===== src/rtl/i2c_bitgen_pkg.sv =====
package i2c_bitgen_pkg;
  typedef enum logic [1:0] {
    OP_START = 2'b00,
    OP_WRITE = 2'b01,
    OP_READ  = 2'b10,
    OP_STOP  = 2'b11
  } op_e;

  typedef enum logic [1:0] {
    ST_IDLE = 2'd0,
    ST_LOAD = 2'd1,
    ST_RUN  = 2'd2
  } st_e;

  localparam int SEG_IDX_W = 2;
  localparam int POS_W     = 3;
endpackage


===== src/rtl/i2c_bitgen_cfg.sv =====
// Captures timing inputs on command acceptance and applies the zero clamps.
module i2c_bitgen_cfg #(
  parameter int DIV_W = 8,
  parameter int CNT_W = 4
) (
  input  logic                          clk,
  input  logic                          rst_n,
  input  logic                          load,
  input  logic                          mode_in,
  input  logic [DIV_W-1:0]              divh_in,
  input  logic [DIV_W-1:0]              divl_in,
  input  logic [CNT_W-1:0]              su_in,
  input  logic [CNT_W-1:0]              hd_in,
  input  logic [CNT_W-1:0]              sp_in,
  input  logic [i2c_bitgen_pkg::POS_W-1:0] pos_in,
  output logic                          mode_q,
  output logic [DIV_W-1:0]              divh_q,
  output logic [DIV_W-1:0]              divl_q,
  output logic [CNT_W-1:0]              su_q,
  output logic [CNT_W-1:0]              hd_q,
  output logic [CNT_W-1:0]              sp_q,
  output logic [i2c_bitgen_pkg::POS_W-1:0] pos_q
);
  import i2c_bitgen_pkg::*;

  localparam logic [DIV_W-1:0] DIV_ONE = DIV_W'(1);
  localparam logic [CNT_W-1:0] CNT_ONE = CNT_W'(1);
  localparam logic [POS_W-1:0] POS_ONE = POS_W'(1);

  always_ff @(posedge clk or negedge rst_n) begin
    if (!rst_n) begin
      mode_q <= 1'b0;
      divh_q <= DIV_ONE;
      divl_q <= DIV_ONE;
      su_q   <= CNT_ONE;
      hd_q   <= '0;
      sp_q   <= CNT_ONE;
      pos_q  <= POS_ONE;
    end else if (load) begin
      mode_q <= mode_in;
      divh_q <= (divh_in == '0) ? DIV_ONE : divh_in;
      divl_q <= (divl_in == '0) ? DIV_ONE : divl_in;
      su_q   <= (su_in == '0) ? CNT_ONE : su_in;
      hd_q   <= hd_in;
      sp_q   <= (sp_in == '0) ? CNT_ONE : sp_in;
      pos_q  <= (pos_in == '0) ? POS_ONE : pos_in;
    end
  end
endmodule


===== src/rtl/i2c_bitgen_calc.sv =====
// Converts latched settings into segment lengths for the chosen rule set.
module i2c_bitgen_calc #(
  parameter int DIV_W = 8,
  parameter int CNT_W = 4,
  parameter int DUR_W = DIV_W + CNT_W + 4
) (
  input  logic                             mode,
  input  logic [DIV_W-1:0]                 divh,
  input  logic [DIV_W-1:0]                 divl,
  input  logic [CNT_W-1:0]                 su,
  input  logic [CNT_W-1:0]                 hd,
  input  logic [CNT_W-1:0]                 sp,
  input  logic [i2c_bitgen_pkg::POS_W-1:0] pos,
  output logic [DUR_W-1:0]                 t_high,
  output logic [DUR_W-1:0]                 t_low,
  output logic [DUR_W-1:0]                 t_chg,
  output logic [DUR_W-1:0]                 t_su,
  output logic [DUR_W-1:0]                 t_hd,
  output logic [DUR_W-1:0]                 t_sp
);
  localparam logic [DUR_W-1:0] ONE = DUR_W'(1);

  logic [DUR_W-1:0] dh, dl, unit_h, seven_h;

  always_comb begin
    dh      = DUR_W'(divh);
    dl      = DUR_W'(divl);
    unit_h  = dh << 3;
    seven_h = unit_h - dh;
    t_high  = unit_h;
    t_low   = dl << 3;
    if (mode) begin
      t_chg = DUR_W'(pos) * dl;
      t_su  = unit_h * DUR_W'(su) + ONE;
      t_hd  = unit_h * (DUR_W'(hd) + ONE) - ONE;
      t_sp  = unit_h * DUR_W'(sp) + ONE;
    end else begin
      t_chg = dl << 2;
      t_su  = seven_h + ONE;
      t_hd  = (seven_h << 1) - ONE;
      t_sp  = seven_h + ONE;
    end
  end
endmodule


===== src/rtl/i2c_bitgen_cnt.sv =====
// Segment down-counter: reload on demand, flag the final cycle.
module i2c_bitgen_cnt #(
  parameter int DUR_W = 16
) (
  input  logic             clk,
  input  logic             rst_n,
  input  logic             load,
  input  logic [DUR_W-1:0] load_val,
  output logic             last
);
  logic [DUR_W-1:0] cnt_q;

  always_ff @(posedge clk or negedge rst_n) begin
    if (!rst_n)            cnt_q <= '0;
    else if (load)         cnt_q <= load_val;
    else if (cnt_q != '0)  cnt_q <= cnt_q - DUR_W'(1);
  end

  assign last = (cnt_q == '0);
endmodule


===== src/rtl/i2c_bitgen_seq.sv =====
// Command sequencer: walks up to four line segments per command.
module i2c_bitgen_seq #(
  parameter int DUR_W = 16
) (
  input  logic             clk,
  input  logic             rst_n,
  input  logic             cmd_valid,
  output logic             cmd_ready,
  input  logic [1:0]       cmd_op,
  input  logic             cmd_wbit,
  input  logic             sda_i,
  input  logic [DUR_W-1:0] t_high,
  input  logic [DUR_W-1:0] t_low,
  input  logic [DUR_W-1:0] t_chg,
  input  logic [DUR_W-1:0] t_su,
  input  logic [DUR_W-1:0] t_hd,
  input  logic [DUR_W-1:0] t_sp,
  input  logic             seg_last,
  output logic             cfg_load,
  output logic             cnt_load,
  output logic [DUR_W-1:0] cnt_val,
  output logic             done,
  output logic             rd_bit,
  output logic             scl_o,
  output logic             sda_o
);
  import i2c_bitgen_pkg::*;

  st_e                  st_q;
  op_e                  op_q;
  logic                 wbit_q, free_q, done_q, rd_q, scl_q, sda_q;
  logic [SEG_IDX_W-1:0] idx_q, nxt_idx, end_idx;
  logic                 advance, finish, accept;
  logic                 seg_scl, seg_sda, mid_sda;
  logic [DUR_W-1:0]     seg_dur;

  assign cmd_ready = (st_q == ST_IDLE);
  assign accept    = cmd_valid && cmd_ready;
  assign cfg_load  = accept;

  assign end_idx = (op_q == OP_WRITE || op_q == OP_READ) ? SEG_IDX_W'(2) : SEG_IDX_W'(3);
  assign finish  = (st_q == ST_RUN) && seg_last && (idx_q == end_idx);
  assign advance = (st_q == ST_LOAD) || ((st_q == ST_RUN) && seg_last && (idx_q != end_idx));

  always_comb begin
    if (st_q == ST_LOAD)
      nxt_idx = (op_q == OP_START && free_q) ? SEG_IDX_W'(2) : SEG_IDX_W'(0);
    else
      nxt_idx = idx_q + SEG_IDX_W'(1);
  end

  // Level SDA takes after the data-change point of the low phase.
  always_comb begin
    unique case (op_q)
      OP_START: mid_sda = 1'b1;
      OP_WRITE: mid_sda = wbit_q;
      OP_READ:  mid_sda = 1'b1;
      default:  mid_sda = 1'b0;
    endcase
  end

  // Segment table for the segment about to be entered.
  always_comb begin
    seg_scl = 1'b1;
    seg_sda = sda_q;
    seg_dur = DUR_W'(1);
    unique case (nxt_idx)
      2'd0: begin
        seg_scl = 1'b0;
        seg_sda = sda_q;
        seg_dur = t_chg;
      end
      2'd1: begin
        seg_scl = 1'b0;
        seg_sda = mid_sda;
        seg_dur = t_low - t_chg;
      end
      2'd2: begin
        seg_scl = 1'b1;
        seg_sda = mid_sda;
        if (op_q == OP_START)     seg_dur = t_su;
        else if (op_q == OP_STOP) seg_dur = t_sp;
        else                      seg_dur = t_high;
      end
      default: begin
        seg_scl = 1'b1;
        seg_sda = (op_q == OP_STOP);
        seg_dur = (op_q == OP_START) ? t_hd : DUR_W'(1);
      end
    endcase
  end

  assign cnt_load = advance;
  assign cnt_val  = seg_dur - DUR_W'(1);

  always_ff @(posedge clk or negedge rst_n) begin
    if (!rst_n) begin
      st_q   <= ST_IDLE;
      op_q   <= OP_STOP;
      wbit_q <= 1'b0;
      free_q <= 1'b1;
      done_q <= 1'b0;
      rd_q   <= 1'b0;
      scl_q  <= 1'b1;
      sda_q  <= 1'b1;
      idx_q  <= '0;
    end else begin
      done_q <= finish;
      unique case (st_q)
        ST_IDLE: if (accept) begin
          st_q   <= ST_LOAD;
          op_q   <= op_e'(cmd_op);
          wbit_q <= cmd_wbit;
        end
        ST_LOAD: st_q <= ST_RUN;
        default: if (finish) begin
          st_q   <= ST_IDLE;
          free_q <= (op_q == OP_STOP);
        end
      endcase
      if (advance) begin
        idx_q <= nxt_idx;
        scl_q <= seg_scl;
        sda_q <= seg_sda;
        if (op_q == OP_READ && nxt_idx == 2'd2) rd_q <= sda_i;
      end
    end
  end

  assign done   = done_q;
  assign rd_bit = rd_q;
  assign scl_o  = scl_q;
  assign sda_o  = sda_q;
endmodule


===== src/rtl/i2c_bitgen.sv =====
module i2c_bitgen #(
  parameter int DIV_W = 8,
  parameter int CNT_W = 4
) (
  input  logic             clk,
  input  logic             rst_n,
  input  logic             mode_new,
  input  logic [DIV_W-1:0] div_high,
  input  logic [DIV_W-1:0] div_low,
  input  logic [CNT_W-1:0] su_cnt,
  input  logic [CNT_W-1:0] hd_cnt,
  input  logic [CNT_W-1:0] sp_cnt,
  input  logic [2:0]       upd_pos,
  input  logic             cmd_valid,
  output logic             cmd_ready,
  input  logic [1:0]       cmd_op,
  input  logic             cmd_wbit,
  output logic             done,
  output logic             rd_bit,
  output logic             scl_o,
  output logic             sda_o,
  input  logic             sda_i
);
  import i2c_bitgen_pkg::*;

  localparam int DUR_W = DIV_W + CNT_W + 4;

  logic             cfg_load, cnt_load, seg_last, m_q;
  logic [DIV_W-1:0] dh_q, dl_q;
  logic [CNT_W-1:0] su_q, hd_q, sp_q;
  logic [POS_W-1:0] pos_q;
  logic [DUR_W-1:0] t_high, t_low, t_chg, t_su, t_hd, t_sp, cnt_val;

  i2c_bitgen_cfg #(.DIV_W(DIV_W), .CNT_W(CNT_W)) u_cfg (
    .clk(clk), .rst_n(rst_n), .load(cfg_load),
    .mode_in(mode_new), .divh_in(div_high), .divl_in(div_low),
    .su_in(su_cnt), .hd_in(hd_cnt), .sp_in(sp_cnt), .pos_in(upd_pos),
    .mode_q(m_q), .divh_q(dh_q), .divl_q(dl_q),
    .su_q(su_q), .hd_q(hd_q), .sp_q(sp_q), .pos_q(pos_q)
  );

  i2c_bitgen_calc #(.DIV_W(DIV_W), .CNT_W(CNT_W), .DUR_W(DUR_W)) u_calc (
    .mode(m_q), .divh(dh_q), .divl(dl_q), .su(su_q), .hd(hd_q), .sp(sp_q), .pos(pos_q),
    .t_high(t_high), .t_low(t_low), .t_chg(t_chg),
    .t_su(t_su), .t_hd(t_hd), .t_sp(t_sp)
  );

  i2c_bitgen_cnt #(.DUR_W(DUR_W)) u_cnt (
    .clk(clk), .rst_n(rst_n), .load(cnt_load), .load_val(cnt_val), .last(seg_last)
  );

  i2c_bitgen_seq #(.DUR_W(DUR_W)) u_seq (
    .clk(clk), .rst_n(rst_n),
    .cmd_valid(cmd_valid), .cmd_ready(cmd_ready), .cmd_op(cmd_op), .cmd_wbit(cmd_wbit),
    .sda_i(sda_i),
    .t_high(t_high), .t_low(t_low), .t_chg(t_chg), .t_su(t_su), .t_hd(t_hd), .t_sp(t_sp),
    .seg_last(seg_last), .cfg_load(cfg_load), .cnt_load(cnt_load), .cnt_val(cnt_val),
    .done(done), .rd_bit(rd_bit), .scl_o(scl_o), .sda_o(sda_o)
  );
endmodule


===== config.mk =====
export PLATFORM = sky130hd
export DESIGN_NAME = i2c_bitgen
export DESIGN_NICKNAME = d
export VERILOG_FILES = /design/src/rtl/i2c_bitgen_pkg.sv /design/src/rtl/i2c_bitgen_cfg.sv /design/src/rtl/i2c_bitgen_calc.sv /design/src/rtl/i2c_bitgen_cnt.sv /design/src/rtl/i2c_bitgen_seq.sv /design/src/rtl/i2c_bitgen.sv
export SDC_FILE = /design/constraint.sdc
export NUM_CORES = 1
export LEC_CHECK = 0
export BUFFER_PORTS_ARGS = -buffer_cell sky130_fd_sc_hd__buf_2
export CAP_MARGIN = 5
export CORE_ASPECT_RATIO = 0.7
export CORE_MARGIN = 1.5
export CORE_UTILIZATION = 45
export CTS_BUF_LIST = sky130_fd_sc_hd__clkbuf_8 sky130_fd_sc_hd__clkbuf_16
export DETAILED_ROUTE_END_ITERATION = 10
export PLACE_DENSITY_LB_ADDON = 0.3
export SKIP_LAST_GASP = 1
export SYNTH_ARGS = -nofsm -noshare
export SYNTH_HDL_FRONTEND = slang
export SYNTH_HIERARCHICAL = 1
export SYNTH_SLANG_ARGS = --single-unit
export TNS_END_PERCENT = 50

===== constraint.sdc =====
create_clock -name clk -period 16.5 [get_ports clk]
set_input_delay 0.825 -clock clk [delete_from_list [all_inputs] [get_ports clk]]
set_output_delay 0.825 -clock clk [all_outputs]
set_load 0.1 [all_outputs]

; Word-level counts from Yosys, hierarchy flattened
; Index checks and enable logic that the tools add are counted.
[op_classes]
addsub = 11
mul = 4
div_mod_pow = 0
n_lt_le_gt_ge = 0
n_eq_ne = 10
shifts = 0
muxes = 24
bitwise = 2
n_reduce_logical = 29
[ops]
columns = operator, count
row1 = $mux W16, 8
row2 = $sub A16 B1 Y16 const B, 4
row3 = $add A16 B1 Y16 const B, 3
row4 = $pmux W16 S3, 1
row5 = $mul A8 B4 Y12, 2
row6 = $logic_not A16 Y1, 1
row7 = $logic_not A8 Y1, 2
row8 = $mul A8 B16 Y13, 1
row9 = $mux W8, 2
row10 = $reduce_bool A16 Y1, 1
row11 = $sub A11 B11 Y12, 1
row12 = $sub A11 B8 Y12, 1
row13 = $mul A3 B8 Y11, 1
row14 = $mux W11, 1
row15 = $reduce_and A2 Y1, 5
row16 = $eq A2 B2 Y1 const B, 4
row17 = $logic_not A4 Y1, 2
row18 = $mux W2, 4
row19 = $mux W4, 2
row20 = $reduce_or A2 Y1, 4
row21 = $eq A2 B1 Y1 const B, 3
row22 = $logic_and A1 B1 Y1, 6
row23 = $logic_not A2 Y1, 3
row24 = $add A4 B1 Y5 const B, 1
row25 = other kinds (13), 17
[word_totals]
register_bits = 60
latch_bits = 0
ram_bits = 0
rom_bits = 0
inputBits = 39
output_inout_bits = 5
wordCells = 97
memories = 0

; Longest topological paths before layout
; Gate-level depths: netlist of the first run.
[depth]
ltp_word = 8
mapped_depth = 27
depth_no_buf = 27

; Hierarchy
; The synthesis of the first run kept the hierarchy.
[by_module_without_submodules]
columns = mod, instances, cells_per_inst, area_each_um2, seq_area_each_um2
row1 = i2c_bitgen_calc, 1, 719, 5330.1, 0.0
row2 = i2c_bitgen_seq, 1, 338, 2508.7, 306.5
row3 = i2c_bitgen_cfg, 1, 80, 1257.5, 807.0
row4 = i2c_bitgen_cnt, 1, 107, 999.7, 400.4

; Least setup slack after synthesis of the first run
; No wires, ideal clock.
[synth_timing]
path_kind = reg2reg
start = register u_cfg.hd_q[0]
end = register u_cnt.cnt_q[15]
setup_time_ps = 77
arrival_ps = 5649
t_required_ps = 16423
slack_ps = 10774
path_stages_with_launch = 27
path_buffers = 1
synth_period_minus_slack_ps = 5726
cell_sequence = dfrtp_1 ha_1 and3_1 clkbuf_1 nand2_1 fa_1 inv_1 fa_1 inv_1 fa_1 inv_1 ha_1 nand3_1 a21oi_2 a2111oi_2 xnor2_1 or3b_2 nor4_1 xor2_1 a21o_1 nand2_1 nand2_1 a31oi_1 nor3b_2 xor2_1 nand2_1 o21ai_1
[synth_via]
elab_chain_len = 8
[synth_lines]
columns = item, line_no
row1 = from (decl), i2c_bitgen_cfg.sv:20  ; output logic [CNT_W-1:0] hd_q,
row2 = from (signal assigned), i2c_bitgen_cfg.sv:44  ; hd_q <= hd_in;
row3 = $add A4 B1 Y5, i2c_bitgen_calc.sv:35  ; t_hd = unit_h * (DUR_W'(hd) + ONE) - ONE;
row4 = $mul A8 B16 Y13, i2c_bitgen_calc.sv:35
row5 = $sub A16 B1 Y16, i2c_bitgen_calc.sv:35
row6 = $mux W16, i2c_bitgen_calc.sv:32  ; if (mode) begin
row7 = net t_hd[14], i2c_bitgen.sv:32  ; logic [DUR_W-1:0] t_high, t_low, t_chg, t_su, t_hd, t_sp, cnt_val;
row8 = $mux W16, i2c_bitgen_seq.sv:88  ; seg_dur = (op_q == OP_START) ? t_hd : DUR_W'(1);
row9 = $pmux W16 S3, i2c_bitgen_seq.sv:67  ; unique case (nxt_idx)
row10 = $sub A16 B1 Y16, i2c_bitgen_seq.sv:94  ; assign cnt_val = seg_dur - DUR_W'(1);
row11 = net cnt_val[15], i2c_bitgen.sv:32
row12 = $mux W16, i2c_bitgen_cnt.sv:15  ; else if (load) cnt_q <= load_val;
row13 = to (signal assigned), i2c_bitgen_cnt.sv:15
row14 = to (signal assigned), i2c_bitgen_cnt.sv:16  ; else if (cnt_q != '0) cnt_q <= cnt_q - DUR_W'(1);
row15 = to (decl), i2c_bitgen_cnt.sv:11  ; logic [DUR_W-1:0] cnt_q;
; The timed path passes the listed nets, and every way through them passes these cells.
; A chain may end at the register's enable or synchronous reset.

; Worst setup path after layout of the first run
; Same ends and word-level chain as after synthesis.

==> flow_summary.json, run 1 <==
{
  "cp_common_cell": "nand2_1",
  "p_leak_nw": 5.268,
  "cts_tree": "yes",
  "die_h_microns": 128.3,
  "start_kind": "register",
  "port_buffers": 43,
  "post-cts-setup-buffer-count": 0,
  "drv_cap": 0,
  "fin_skew_ps": 9.316,
  "synth-edff-count": 0,
  "h-tree-depth": 3,
  "power.density_nw_per_um2": 36.53,
  "ios": 44,
  "syn_to_final_growth_pct": 4.846,
  "ant_nets": 0,
  "nets": 1422,
  "hp-class": "reg -> reg",
  "drt-total-wl_microns": 24270,
  "grt_pass1_vias": 8083,
  "tns_ps": 0,
  "syn_area_per_cell_sq_um": 8.116,
  "wire_per_inst_microns": 15.95,
  "required_ps": 16770,
  "clock.fmax_mhz": 157.2,
  "dr.pass1.iters": 5,
  "critical-path-max-stage-delay_ps": 530,
  "min_period_ps": 6361,
  "grt_max_degree": 74,
  "wl_met3_microns": 1197,
  "grt_pass1_wl_microns": 41030,
  "ir_worst_vdd_uv": 48.11,
  "core_sq_um": 21850,
  "dieArea_sq_um": 23360,
  "via_count": 8359,
  "post_cts_resized": 0,
  "setup_violations": 0,
  "worst_slew_pin_slew_ps": 966.9,
  "layout_worst_path_cycle_share": 0.3855,
  "antenna_found_initial": 0,
  "critical_path.slowest_cell": "fa_1",
  "overflow": 0,
  "cts_buffer_depth": 2,
  "cts_hold_buffers": 0,
  "diodes": 0,
  "yosysSeqAreaShare": 0.1500,
  "synthCells": 1244,
  "crit_type": "reg -> reg",
  "drt_iter0_drc": 541,
  "start_util": 0.4621,
  "place_ws_ps": 10140,
  "status": "completed",
  "synth_area_sq_um": 10100,
  "fin_area_sq_um": 10590,
  "endpoint_kind": "register",
  "wl_met2_microns": 9987,
  "hold_violations": 0,
  "met1_length_microns": 12870,
  "total_power_w": 0.0003866,
  "gp_congestion": 0.8776,
  "yosys_warnings": 6,
  "layout_commonest_cell": "nand2_1",
  "synth.ff_latch_count": 60,
  "placed_cell_area_sq_um": 10280,
  "synthFlopType": "dfrtp_1",
  "async_flop_share": 1.000,
  "ys_types": 92,
  "drive_gt1_frac": 0.1323,
  "hpwl_microns": 18740,
  "die-width_microns": 182.0,
  "relSlewSlack": 0.3541,
  "slew_viol_final": 0,
  "worstPathArrival_ps": 6630,
  "track_usage": 0.2198,
  "post-route-drc-count": 0,
  "clock_sinks": 60,
  "finalWorstSetupSlack_ps": 10140,
  "rsz0062_at_grt": "no",
  "vias_per_cell": 5.492,
  "clk_pin_slew_ps": 60,
  "root_buffer": "clkbuf_16",
  "fp-row-count": 45,
  "top_layer": "met4",
  "cts_inserted_buffers": 9,
  "final_cell_mix": "nand2_1 (170), inv_1 (120), ha_1 (97), a21oi_1 (65), nor2_1 (59)",
  "insertion_delay_ps": 350,
  "cp_max_fo": 11
}
[cells in the mapped netlist, types with 5 or more instances]
| master | n | area, sq um |
|---|---|---|
| a21o_1 | 28 | 210.2 |
| a21oi_1 | 65 | 325.3 |
| a21oi_2 | 5 | 43.79 |
| a221oi_1 | 7 | 61.31 |
| a22oi_1 | 5 | 37.54 |
| a31oi_1 | 7 | 43.79 |
| and2_1 | 48 | 300.3 |
| and3_1 | 5 | 31.28 |
| buf_2 | 7 | 35.03 |
| buf_4 | 44 | 330.3 |
| clkbuf_1 | 36 | 135.1 |
| dfrtp_1 | 50 | 1251 |
| dfstp_2 | 10 | 262.8 |
| fa_1 | 50 | 1001 |
| ha_1 | 97 | 1214 |
| inv_1 | 118 | 442.9 |
| mux2_2 | 40 | 450.4 |
| mux2i_1 | 25 | 250.2 |
| nand2_1 | 170 | 638.1 |
| nand2b_1 | 23 | 143.9 |
| nand3_1 | 19 | 95.09 |
| nand4_1 | 5 | 31.28 |
| nand4b_1 | 5 | 43.79 |
| nor2_1 | 59 | 221.5 |
| nor2b_1 | 11 | 68.82 |
| nor3_1 | 29 | 145.1 |
| nor3b_1 | 6 | 45.04 |
| nor4_1 | 9 | 56.30 |
| o21ai_0 | 36 | 180.2 |
| o21ai_1 | 7 | 35.03 |
| o31ai_1 | 6 | 45.04 |
| or2_2 | 6 | 37.54 |
| or3_1 | 9 | 56.30 |
| xnor2_1 | 50 | 437.9 |
| xor2_1 | 49 | 429.2 |
[metal layers]
layer	global-route usage	vias to the layer above
met5	0	-
met1	0.3260	4000
met2	0.3354	176
met4	0.04570	0
li1	-	4168
met3	0.03580	15
[path summary, 6_finish.rpt]
kind | slack, ps | from | to | cells after the start
max | 10140 | u_cfg/hd_q[0]$_DFFE_PN0P_ | u_cnt/cnt_q[15]$_DFFE_PN0P_ | 25
min | 470 | u_seq/scl_o$_DFFE_PN1P_ | u_seq/scl_o$_DFFE_PN1P_ | 2
max reg2reg | 10140 | u_cfg/hd_q[0]$_DFFE_PN0P_ | u_cnt/cnt_q[15]$_DFFE_PN0P_ | 25
min reg2reg | 470 | u_seq/scl_o$_DFFE_PN1P_ | u_seq/scl_o$_DFFE_PN1P_ | 2
max in group asynchronous | 15250 | rst_n | u_cfg/divh_q[5]$_DFFE_PN0P_ | 2
min in group asynchronous | 620 | rst_n | u_cfg/mode_q$_DFFE_PN0P_ | 2
[state kept, by name, indices dropped and copies added (netlist names), 2 cells and up]
register,cells
u_cfg/divh_q,8
u_cfg/sp_q,4
u_seq/st_q,2
u_seq/op_q,2
u_seq/idx_q,2
u_cnt/cnt_q,16
u_cfg/pos_q,3
u_cfg/hd_q,4
u_cfg/divl_q,8
u_cfg/su_q,4
[cell families (layout without fill, tap and decap cells)]
logic type	Yosys count	in the layout	share of synthesized area
AOI/OAI and AO/OA	223	223	0.1509
xor gates and xnor gates	100	100	0.08750
adders and majority gates	147	147	0.2194
buffers and inverters	208	184	0.09530
DFF	60	60	0.1500
muxes	66	66	0.07089
other	2	22	0.0007439
and+or+nand+nor	438	438	0.2253
[critical path, delay by kind of cell, from the launching register on]
family | cells | cell delay [ps]
xor gates and xnor gates | 4 | 900
and+or+nand+nor | 8 | 1550
buffers and inverters | 3 | 160
DFF | 1 | 520
adders and majority gates | 5 | 2180
AOI/OAI and AO/OA | 5 | 960
[power by group]
group	total, W	internal (W)	switching [W]
clock	0.000197	0.000127	0.0000702
sequential	0.000150	0.000148	0.00000155
combinational	0.0000393	0.0000174	0.0000219
total	0.000387	0.000293	0.0000936
[per-stage QoR]
step / hold slack [ps] / std cells / util
2_1_floorplan: 478.8 / 1264 / -
3_3_place_gp: 463.3 / 1507 / 0.4706
3_5_place_dp: 463.7 / 1507 / 0.4706
4_1_cts: 471.2 / 1522 / 0.4845
5_1_grt: 513.8 / 1522 / 0.4845
6_report: 467.5 / 1522 / 0.4845
[cell type report]
cell class	count	area (sq um)
fillers	2191	11260
repair buffers	51	275.3
multi-input cells	996	7695
well taps	282	352.8
inverters	118	442.9
flip-flops and latches	60	1515
clock inverters	3	37.54
clock buffers	12	266.5
Power figures use the tool's default switching activity.
==> run 2, diff against run 1 <==
--- a/config.mk
+++ b/config.mk
@@ -5,6 +5,7 @@
 export SDC_FILE = /design/constraint.sdc
 export NUM_CORES = 1
 export LEC_CHECK = 0
+export ABC_AREA = 1
 export BUFFER_PORTS_ARGS = -buffer_cell sky130_fd_sc_hd__buf_2
 export CAP_MARGIN = 5
 export CORE_ASPECT_RATIO = 0.7
==> constraint.sdc (replaced) <==
create_clock -name clk -period 6.5 [get_ports clk]
set_input_delay 0.325 -clock clk [delete_from_list [all_inputs] [get_ports clk]]
set_output_delay 0.325 -clock clk [all_outputs]
set_load 0.1 [all_outputs]
==> run 2 against run 1 <==
Clock skew up 3.3 ps. Routed wire length rose by 22%. Worst hold slack lost 310 ps. Critical path type unchanged. Sequential share of layout area fell by 1.2 points. Largest power group unchanged. Flip-flop and latch count did not move. Combinational power rose to 3.1 times the previous value.
==> flow_summary.json, run 2 <==
{
  "setup_violations": 0,
  "hp-class": "in -> async",
  "final_cell_mix": "nand2_1 (635), inv_1 (301), nor2_1 (149), nand3_1 (117), ha_1 (97)",
  "muxShareOfSynthArea": 0.001024,
  "drv_cap": 0,
  "largest_reg_flops": 16,
  "fin_skew_ps": 12.66,
  "post_cts_resized": 0,
  "critical-path-max-stage-delay_ps": 550,
  "ys_types": 52,
  "vias_per_cell": 5.040,
  "h-tree-depth": 3,
  "r2r.worst_path.cells": 32,
  "track_usage": 0.2450,
  "antenna_found_initial": 0,
  "p_leak_nw": 6.767,
  "layout_commonest_cell": "nand2_1",
  "core_sq_um": 23820,
  "syn_to_final_growth_pct": 4.902,
  "worstPathArrival_ps": 5820,
  "ir_worst_vdd_uv": 137.8,
  "diodes": 0,
  "root_buffer": "clkbuf_16",
  "post-synth-top-count-cell": "nand2_1",
  "yosys.area_share.simple": 0.3839,
  "synth_top_area_cell": "nand2_1",
  "hpwl_microns": 23890,
  "yosys.area_share.adder": 0.2013,
  "synth_compound_area_frac": 0.08929,
  "ios": 44,
  "die_h_microns": 133.8,
  "drive_gt1_frac": 0.08055,
  "start_kind": "register",
  "slew_viol_final": 0,
  "grt_max_degree": 61,
  "fin_util": 0.4845,
  "yosys-top-cells-area": "nand2_1 (22%), dfrtp_1 (11%), ha_1 (11%)",
  "power.density_nw_per_um2": 86.09,
  "cts_buffer_depth": 2,
  "drt-total-wl_microns": 29500,
  "layout_worst_path_cycle_share": 0.8579,
  "cts_inserted_buffers": 9,
  "overflow": 0,
  "via_count": 10800,
  "yosys_warnings": 6,
  "synth_top_area_frac": 0.2167,
  "clock.fmax_mhz": 179.3,
  "fp-row-count": 47,
  "synth-edff-count": 0,
  "cts_tree": "yes",
  "start_util": 0.4619,
  "synth_area_sq_um": 11000,
  "nets": 2006,
  "hold_violations": 0,
  "cp_common_cell": "nand2_1",
  "dr.pass1.iters": 5,
  "post-route-drc-count": 0,
  "cts_hold_buffers": 0,
  "grt_pass1_wl_microns": 49980,
  "largest_register": "u_cnt/cnt_q",
  "synth_xor_area_frac": 0.02878,
  "clock_sinks": 60,
  "syn_area_per_cell_sq_um": 6.028,
  "tns_ps": 0,
  "top_regs": "u_cnt/cnt_q (16), u_cfg/divh_q (8), u_cfg/divl_q (8)",
  "required_ps": 6740,
  "synth_top_family_by_area": "simple AND/OR/NAND/NOR gates",
  "synthFlopType": "dfrtp_1",
  "crit_type": "reg -> reg",
  "min_period_ps": 5577,
  "grt_pass1_vias": 10140,
  "ys_top_cells_by_count": "nand2_1 (635), inv_1 (301), nor2_1 (149)",
  "drt_iter0_drc": 829,
  "gp_congestion": 0.8901,
  "status": "completed",
  "dieArea_sq_um": 25410,
  "wire_per_inst_microns": 13.76,
  "yosysSeqAreaShare": 0.1376,
  "async_flop_share": 1.000,
  "worst_slew_pin_slew_ps": 824.5,
  "critical_path.slowest_cell": "fa_1",
  "ant_nets": 0,
  "die-width_microns": 189.9,
  "port_buffers": 43,
  "clk_pin_slew_ps": 60,
  "rsz0062_at_grt": "no",
  "insertion_delay_ps": 360,
  "synth.ff_latch_count": 60,
  "relSlewSlack": 0.4503,
  "post-cts-setup-buffer-count": 0,
  "synthCells": 1825,
  "cp_max_fo": 8,
  "endpoint_kind": "register"
}
run 2: cell types whose count changed after synthesis, moves of 31 or more:
cell / previous run / this run
and2_1: 48 / 5
inv_1: 118 / 301
mux2_2: 40 / 1
nand2_1: 170 / 635
nand3_1: 19 / 117
nor2_1: 59 / 149
xnor2_1: 50 / 19
xor2_1: 49 / 14
run 2: final timing paths:
path | start | endpoint | slack (ps)
max | u_cfg/hd_q[0]$_DFFE_PN0P_ | u_cnt/cnt_q[12]$_DFFE_PN0P_ | 920
min | rst_n | u_cfg/divl_q[3]$_DFFE_PN0P_ | 150
max reg2reg | u_cfg/hd_q[0]$_DFFE_PN0P_ | u_cnt/cnt_q[12]$_DFFE_PN0P_ | 920
min reg2reg | u_seq/free_q$_DFFE_PN1P_ | u_seq/free_q$_DFFE_PN1P_ | 490
max in group asynchronous | rst_n | u_cnt/cnt_q[15]$_DFFE_PN0P_ | 5820
min in group clk | cmd_wbit | u_seq/wbit_q$_DFFE_PN0P_ | 170
run 2: routing by layer:
layer | vias to the layer above | GRT usage | wire, microns
li1 | 5557 | - | -
met1 | 4926 | 0.3643 | 15020
met2 | 297 | 0.3658 | 11910
met3 | 21 | 0.05521 | 2334
met4 | 0 | 0.03704 | 232
met5 | - | 0 | 0
run 2: report_power, final:
group          total, W  internal [W]  switching (W)
Sequential     0.000379      0.000377     0.00000259
Combinational  0.000121     0.0000416      0.0000791
Clock          0.000494      0.000306       0.000188
run 2: kinds of logic (layout without fill, tap and decap cells):
logic type	count (synthesis)	after routing
other cells	2	22
flops	60	60
simple gates	996	996
mux	1	1
fa+ha+maj	147	147
compound gates	178	178
buf+inv	407	387
xor+xnor	34	34
run 2: cell type report:
cell class              instances  area [sq um]
repair buffers                 56         312.8
flip-flops and latches         60          1514
inverters                     315          1182
fillers                      2519         12280
clock buffers                  10         239.0
multi-input cells            1378          7830
clock inverters                 6         63.81
well taps                     318         397.9
run 2: critical path, delay by kind of cell (launching register included):
family / cells / cell delay [ps]
xor+xnor: 2 / 420
compound gates: 1 / 250
simple gates: 17 / 1580
flops: 1 / 460
fa+ha+maj: 5 / 2170
buf+inv: 7 / 570
run 2: through the flow:
step                      setup slack, ps  instances  hold WS [ps]  cell area (sq um)  power (W)
final                               923.4       2143         152.6              11540  0.0009935
after global routing                429.0       2143         192.1              11540   0.001041
after CTS                            1023       2143         151.4              11540   0.001006
after detailed placement             1045       2127         486.7              11240  0.0005017
after global placement               1252       2127         482.4              11240  0.0005008
after floorplan                      1564       1845         29.41              11080  0.0004723
